**config.mk**
```make
export PLATFORM = sky130hd
export DESIGN_NAME = rst_pwr_ctrl
export DESIGN_NICKNAME = d
export VERILOG_FILES = /design/src/rtl/rpc_pkg.sv /design/src/rtl/rpc_pin_filter.sv /design/src/rtl/rpc_clk_div.sv /design/src/rtl/rpc_mode_fsm.sv /design/src/rtl/rst_pwr_ctrl.sv
export SDC_FILE = /design/constraint.sdc
export NUM_CORES = 1
export LEC_CHECK = 0
export CORE_AREA = 3 3 40 42
export DETAILED_ROUTE_END_ITERATION = 8
export DIE_AREA = 0 0 43 45
export PLACE_DENSITY = 0.85
export SLEW_MARGIN = 20
export SYNTH_ARGS = -nofsm -noshare
export SYNTH_HDL_FRONTEND = slang
export SYNTH_SLANG_ARGS = --single-unit
```
**constraint.sdc**
```tcl
create_clock -name clk_osc -period 1.4 [get_ports clk_osc]
set_input_delay 0.42 -clock clk_osc [delete_from_list [all_inputs] [get_ports clk_osc]]
set_output_delay 0.42 -clock clk_osc [all_outputs]
set_load 0.02 [all_outputs]
```
**src/rtl/rpc_pkg.sv**
```systemverilog
package rpc_pkg;
    typedef enum logic [1:0] {
        MODE_RESET = 2'd0,
        MODE_RUN   = 2'd1,
        MODE_IDLE  = 2'd2,
        MODE_PDOWN = 2'd3
    } rpc_mode_e;
endpackage

```
**src/rtl/rpc_pin_filter.sv**
```systemverilog
module rpc_pin_filter #(
    parameter int OSC_PER_MCYC = 12,
    parameter int RST_MCYC     = 2
) (
    input  logic clk_osc,
    input  logic por_n,
    input  logic rst_pad,
    output logic pin_s,
    output logic qual
);
    localparam int NEED  = OSC_PER_MCYC * RST_MCYC;
    localparam int CNT_W = $clog2(NEED + 1);

    logic             sync1;
    logic [CNT_W-1:0] hi_cnt;

    // two-stage synchronizer for the asynchronous pad
    always_ff @(posedge clk_osc or negedge por_n) begin
        if (!por_n) begin
            sync1 <= 1'b0;
            pin_s <= 1'b0;
        end else begin
            sync1 <= rst_pad;
            pin_s <= sync1;
        end
    end

    // run length of consecutive high samples, saturating at NEED
    always_ff @(posedge clk_osc or negedge por_n) begin
        if (!por_n) begin
            hi_cnt <= '0;
        end else if (!pin_s) begin
            hi_cnt <= '0;
        end else if (hi_cnt != CNT_W'(NEED)) begin
            hi_cnt <= hi_cnt + 1'b1;
        end
    end

    assign qual = (hi_cnt == CNT_W'(NEED));
endmodule

```
**src/rtl/rpc_clk_div.sv**
```systemverilog
module rpc_clk_div (
    input  logic clk_osc,
    input  logic por_n,
    output logic phase
);
    // divide-by-two phase: internal clock edge on every second oscillator cycle
    always_ff @(posedge clk_osc or negedge por_n) begin
        if (!por_n) phase <= 1'b0;
        else        phase <= ~phase;
    end
endmodule

```
**src/rtl/rpc_mode_fsm.sv**
```systemverilog
module rpc_mode_fsm
    import rpc_pkg::*;
#(
    parameter int N_IRQ = 6
) (
    input  logic             clk_osc,
    input  logic             por_n,
    input  logic             phase,
    input  logic             pin_s,
    input  logic             qual,
    input  logic             idle_req,
    input  logic             pd_req,
    input  logic [N_IRQ-1:0] irq_vec,
    output rpc_mode_e        st_q,
    output logic             cpu_clk_en,
    output logic             per_clk_en,
    output logic             osc_run_en,
    output logic             sfr_rst,
    output logic             ram_wr_blk,
    output logic             strobe_hold,
    output logic             strobe_lvl
);
    rpc_mode_e st_d;
    logic      cpu_tick;

    assign cpu_tick = phase && (st_q == MODE_RUN);

    // next-state selection
    always_comb begin
        st_d = st_q;
        if (qual) begin
            st_d = MODE_RESET;                       // pin-reset, any state
        end else begin
            unique case (st_q)
                MODE_RESET: if (!pin_s)     st_d = MODE_RUN;   // reset-release
                MODE_RUN: begin
                    if (cpu_tick && pd_req)        st_d = MODE_PDOWN; // pdown-entry
                    else if (cpu_tick && idle_req) st_d = MODE_IDLE;  // idle-entry
                end
                MODE_IDLE:  if (|irq_vec)   st_d = MODE_RUN;   // irq-wake
                MODE_PDOWN: st_d = MODE_PDOWN;
                default:    st_d = MODE_RESET;
            endcase
        end
    end

    // state register
    always_ff @(posedge clk_osc or negedge por_n) begin
        if (!por_n) st_q <= MODE_RESET;
        else        st_q <= st_d;
    end

    // outputs
    always_comb begin
        cpu_clk_en  = 1'b0;
        per_clk_en  = 1'b0;
        osc_run_en  = 1'b1;
        sfr_rst     = 1'b0;
        ram_wr_blk  = 1'b0;
        strobe_hold = 1'b0;
        strobe_lvl  = 1'b0;
        unique case (st_q)
            MODE_RESET: begin
                cpu_clk_en = phase;
                per_clk_en = phase;
                sfr_rst    = 1'b1;
                ram_wr_blk = 1'b1;
            end
            MODE_RUN: begin
                cpu_clk_en = phase;
                per_clk_en = phase;
            end
            MODE_IDLE: begin
                per_clk_en  = phase;
                ram_wr_blk  = pin_s;
                strobe_hold = 1'b1;
                strobe_lvl  = 1'b1;
            end
            MODE_PDOWN: begin
                osc_run_en  = pin_s;
                strobe_hold = 1'b1;
                strobe_lvl  = 1'b0;
            end
            default: begin
                sfr_rst = 1'b1;
            end
        endcase
    end
endmodule

```
**src/rtl/rst_pwr_ctrl.sv**
```systemverilog
module rst_pwr_ctrl
    import rpc_pkg::*;
#(
    parameter int N_IRQ        = 6,
    parameter int OSC_PER_MCYC = 12,
    parameter int RST_MCYC     = 2
) (
    input  logic             clk_osc,
    input  logic             por_n,
    input  logic             rst_pad,
    input  logic             idle_req,
    input  logic             pd_req,
    input  logic [N_IRQ-1:0] irq_vec,
    output logic             cpu_clk_en,
    output logic             per_clk_en,
    output logic             osc_run_en,
    output logic             sfr_rst,
    output logic             ram_wr_blk,
    output logic             strobe_hold,
    output logic             strobe_lvl
);
    logic      pin_s;
    logic      qual;
    logic      phase;
    rpc_mode_e st_q;

    rpc_pin_filter #(
        .OSC_PER_MCYC (OSC_PER_MCYC),
        .RST_MCYC     (RST_MCYC)
    ) u_filt (
        .clk_osc (clk_osc),
        .por_n   (por_n),
        .rst_pad (rst_pad),
        .pin_s   (pin_s),
        .qual    (qual)
    );

    rpc_clk_div u_div (
        .clk_osc (clk_osc),
        .por_n   (por_n),
        .phase   (phase)
    );

    rpc_mode_fsm #(
        .N_IRQ (N_IRQ)
    ) u_fsm (
        .clk_osc     (clk_osc),
        .por_n       (por_n),
        .phase       (phase),
        .pin_s       (pin_s),
        .qual        (qual),
        .idle_req    (idle_req),
        .pd_req      (pd_req),
        .irq_vec     (irq_vec),
        .st_q        (st_q),
        .cpu_clk_en  (cpu_clk_en),
        .per_clk_en  (per_clk_en),
        .osc_run_en  (osc_run_en),
        .sfr_rst     (sfr_rst),
        .ram_wr_blk  (ram_wr_blk),
        .strobe_hold (strobe_hold),
        .strobe_lvl  (strobe_lvl)
    );
endmodule

```
# Word-level counts from Yosys, hierarchy flattened
# Cells that the tools add are included.
[word_totals]
mem_bits_ro = 0
inputBits = 11
out_inout_bits = 7
ramBits = 0
elab_cells = 40
regBits = 10
latch_bits = 0
memories = 0
[op_classes]
n_mul = 0
bitwise_logic = 1
reduce_logical = 9
n_shift = 0
order_cmp = 0
div = 0
n_addsub = 1
n_mux = 15
eq_ne = 9
[op_table]
columns = ["cell", "count"]
rows = [
  ["2-to-1 mux 2 bit", 5],
  ["2-to-1 mux 5 bit", 2],
  ["case mux 2 bit (4 select lines)", 1],
  ["2-to-1 mux 1 bit", 6],
  ["OR reduction 6 bit", 1],
  ["adder 5 x 1 -> 5 bit, second input constant", 1],
  ["equality test 5 bit, second input constant", 1],
  ["inequality test 5 bit, second input constant", 1],
  ["equality test 2 bit, second input constant", 2],
  ["inequality test 4 bit, second input constant", 1],
  ["OR reduction 2 bit", 2],
  ["logical AND 1 bit", 3],
  ["inequality test 3 x 2 -> 1 bit, second input constant", 1],
  ["inequality test 3 bit, second input constant", 1],
  ["AND reduction 3 bit", 1],
  ["OR reduction 3 bit", 1],
  ["equality test 2 x 1 -> 1 bit, second input constant", 1],
  ["logical NOT 2 bit", 1],
  ["inequality test 2 bit, second input constant", 1],
  ["case mux 1 bit (2 select lines)", 1],
  ["inverter 1 bit", 1],
]

# Longest topological paths before layout
[logic_depth]
depth_word = 7
mapped_depth = 5
mapped_depth_nobuf = 5

# By module
# A second synthesis with hierarchy kept.
[unflattened]
cells_unflattened = 52
hier_area_um2 = 543.0
[by_module_without_submodules]
columns = ["mod", "seq_area_each_um2", "area_per_inst_um2", "instances", "cells_per_inst"]
rows = [
  ["rpc_pin_filter", 175.2, 337.8, 1, 29],
  ["rpc_mode_fsm", 50.0, 176.4, 1, 21],
  ["rpc_clk_div", 25.0, 28.8, 1, 2],
]

# Worst setup path after synthesis
# No wires, ideal clock.
[synth_path]
path_type = "register -> output"
startpoint = "register u_fsm.st_q[1]"
endpoint = "output port ram_wr_blk"
path_stages_with_launch = 4
path_buffers = 1
required_ns = 0.980
setup_slack_ns = 0.072
arrival_time_ns = 0.908
path_cell_list = "dfrtp_1 buf_2 nor2b_1 nor2_1"
[synth_via]
elab_chain_cells = 2
elab_cells_between_ends = 3
classes_between = "eq/ne (1); mux (1); reduce/logical (1)"
[synth_lines]
columns = ["element", "line_no", "rtl"]
rows = [
  ["from (decl)", "rpc_mode_fsm.sv:14", "output rpc_mode_e st_q,"],
  ["from (signal assigned)", "rpc_mode_fsm.sv:50", "else st_q <= st_d;"],
  ["equality test 2 bit / logical NOT 2 bit (equally long branches)", "rpc_mode_fsm.sv:62", "unique case (st_q)"],
  ["case mux 1 bit (2 select lines) (*)", "rpc_mode_fsm.sv:62", ""],
  ["to (decl)", "rst_pwr_ctrl.sv:18", "output logic ram_wr_blk,"],
]
# Mark *: on every way between the ends. The rest lies on a longest branch, timed or not.

# Worst setup path in the final report
[layout_path]
startpoint = "register u_fsm.st_q[1]"
endpoint = "output port per_clk_en"
[layout_via]
elab_chain_cells = 3
elab_cells_between_ends = 5
classes_between = "eq/ne (2); mux (1); reduce/logical (2)"
[layout_lines]
columns = ["element", "line_no", "rtl"]
rows = [
  ["equality test 2 bit (tied with other cells)", "rpc_mode_fsm.sv:62", ""],
  ["OR reduction 3 bit (no source line) (*)", "n/a", ""],
  ["2-to-1 mux 1 bit (*)", "rpc_mode_fsm.sv:62", ""],
  ["to (decl)", "rst_pwr_ctrl.sv:15", "output logic per_clk_en,"],
]
# Marks and branches as above.

==> metrics <==
status=finished, violations left; failing checks=setup timing; synthesis-to-layout area growth=55.30%; clock buffer depth=2; Hold Crit Class=reg2reg; max-slew violation count=0; Final Hold Fails=0; ys flop type=dfrtp_1; crit path capture type=output port; number of global-route vias before repair=between 400 and 500; Setup TNS=-485.0 ps; share of layout cells above drive strength 1=0.3780; Die Y=45 um; Worst-path clk slew=around 70 ps; Avg WL per Cell=between 10 and 15 um; flop-to-flop setup slack=30 ps; r2r endpoint=u_fsm.st_q[0]; area of the mapped netlist=~550 um2; critical path arrival=between 1000 and 1500 ps; Placement Cell Area=~780 um2; clk sinks=10; core area=roughly 1300 um2; setup ws final=-155.2 ps; drt drc=0; Layout Skew=between 2 and 2.5 ps; crit path launch type=flop; 1st-pass router iterations=4; CP Class=reg2out; Final Cycle Share=1.111; total wire length=~1300 um; initial drt markers=7; Synth async-reset ratio=1.000; port buffer count=17; Die W=between 40 and 50 um; fin area=around 860 um2; die area=a little under 2000 um2; FF-to-FF Start=u_fsm.st_q[0]; Final setup violation count=6; row count=13; Congestion Overflow GR=0; Seq cells post-synth=10; unrepaired setup endpoints after global routing=true; HP Start=u_filt.sync1; Peak Freq=0.6430 GHz; DP HPWL=922.2 um; Worst-Margin Slew=~450 ps; Nets=96; Max Cap Viol=0; Clk Latency, worst-skew pair=approximately 260 ps; crit path max fanout=6; CTS root buf=clkbuf_4; largest net degree at the start of global routing=11; H-Tree Depth=1; Cell Pwr Density=roughly 1600 nW/um2; Syn Nets=66; number of flops mapped to enable cells by yosys=0; worst-case reg-to-reg path depth=5; Pleak=0.3918 nW; routability cong.=0.8069; Ys Warns=0; Post-Syn Instances=53; Hold Path Sink=u_filt.pin_s; WP data required=a little under 1000 ps; num ports=18; worst slew margin relative to its limit=0.7006; fin crit period=1555 ps; first-pass GRT wire length=1952 um; number of distinct library cells after synthesis=27; register area share after synthesis=0.4515; GRT Util Overall=0.1392; hold depth=0; CTS tree=built; Initial Utilization=0.4314; Ant. Diodes=0; PnR Total Power=between 1 and 1.5 mW; maximum VDD drop=between 0.0009 and 0.001 V; vias per cell=4.928; hold buffers post-CTS=0; initial antenna violation count=0; TritonCTS Buffers=3; Detail Route Antenna Nets=0; Synth Area per Inst=10.46 um2; Vias=478
[report_power, final]
group | total (mW) | leakage [nW] | switching (mW) | internal [mW]
combinational | 0.743 | 0.251 | 0.316 | 0.427
clock | 0.261 | 0.0210 | 0.104 | 0.158
sequential | 0.391 | 0.120 | 0.0590 | 0.332
[area by class of cell]
type,instances,area (um2)
fillers,94,424.2
multi-input cells,37,291.5
clock buffers,4,36.28
inverters,3,11.26
flip-flops and latches,10,252.7
well taps,15,18.77
repair buffers,28,250.2
[cell usage in the layout (no fill, tap or decap), drive strengths merged, types with 2 or more instances in the layout]
cell	synthesis	final
a21boi	2	2
a21oi	2	2
and2	2	2
buf	2	18
clkbuf	1	4
clkdlybuf4s50	0	10
dfrtp	10	10
ha	2	2
inv	3	3
nand2	6	6
nand3	3	3
nor2	3	3
o21a	2	2
xnor2	2	2
[kinds of logic (layout without fill, tap and decap cells)]
| group | after synthesis | count (layout) | share of synthesized area |
|---|---|---|---|
| AND/OR/NAND/NOR | 24 | 24 | 0.3025 |
| flip-flops | 10 | 10 | 0.4515 |
| buffers and inverters | 6 | 35 | 0.05642 |
| AO/OA/AOI/OAI | 9 | 9 | 0.1128 |
| XOR/XNOR | 2 | 2 | 0.03161 |
| adder cells (fa/ha/maj) | 2 | 2 | 0.04514 |
[how the worst max path moves through the flow]
stage / start / endpoint / slack, ps
final: u_fsm.st_q[1] / per_clk_en / -160
after global routing: u_fsm.st_q[1] / per_clk_en / -190
after CTS: u_fsm.st_q[1] / ram_wr_blk / -120
after detailed placement: u_fsm.st_q[1] / ram_wr_blk / -310
after global placement: u_fsm.st_q[1] / ram_wr_blk / -300
after floorplan: u_fsm.st_q[1] / ram_wr_blk / 70
[state kept, by name, indices dropped and copies added, names as in the netlist]
signal,flops
u_div.phase,1
u_filt.hi_cnt,5
u_filt.pin_s,1
u_filt.sync1,1
u_fsm.st_q,2
[synth_stat cells (all sizes together), types with 2 or more instances]
master	n	share of area
a21oi	2	0.018
xnor2	2	0.032
a21boi	2	0.027
inv	3	0.020
buf	2	0.029
nand3	3	0.027
o21a	2	0.027
nand2	6	0.041
dfrtp	10	0.45
ha	2	0.045
nor2	3	0.020
and2	2	0.023
[routing by layer]
layer	GRT usage	share of wire	vias up
met4	0.09036	0.013	0
li1	-	-	237
met3	0.02390	0.027	2
met2	0.2036	0.52	7
met1	0.1905	0.43	232
met5	0	0	-
[stage by stage]
step,instances,utilization,setup slack [ps],hold slack [ps]
finish,97,0.6699,-155.2,352.0
global placement,89,0.6037,-301.4,333.6
global route,97,0.6699,-194.3,357.1
CTS,96,0.6446,-116.9,353.6
detailed placement,89,0.6037,-313.5,337.9
floorplan,53,-,72.26,124.4
[repair_timing]
action	in CTS	in global routing
buffers inserted	3	1
hold endpoints to repair	0	0
pin swaps	2	1
gates resized for setup	41	7
endpoints found under the setup margin	8	8
[critical path, cell delays in order, from the launching register on]
cell	delay, ps
dfrtp_2	440
buf_6	130
a21oi_2	140
buf_4	160
Note: power is estimated with default switching activity, not from simulation.
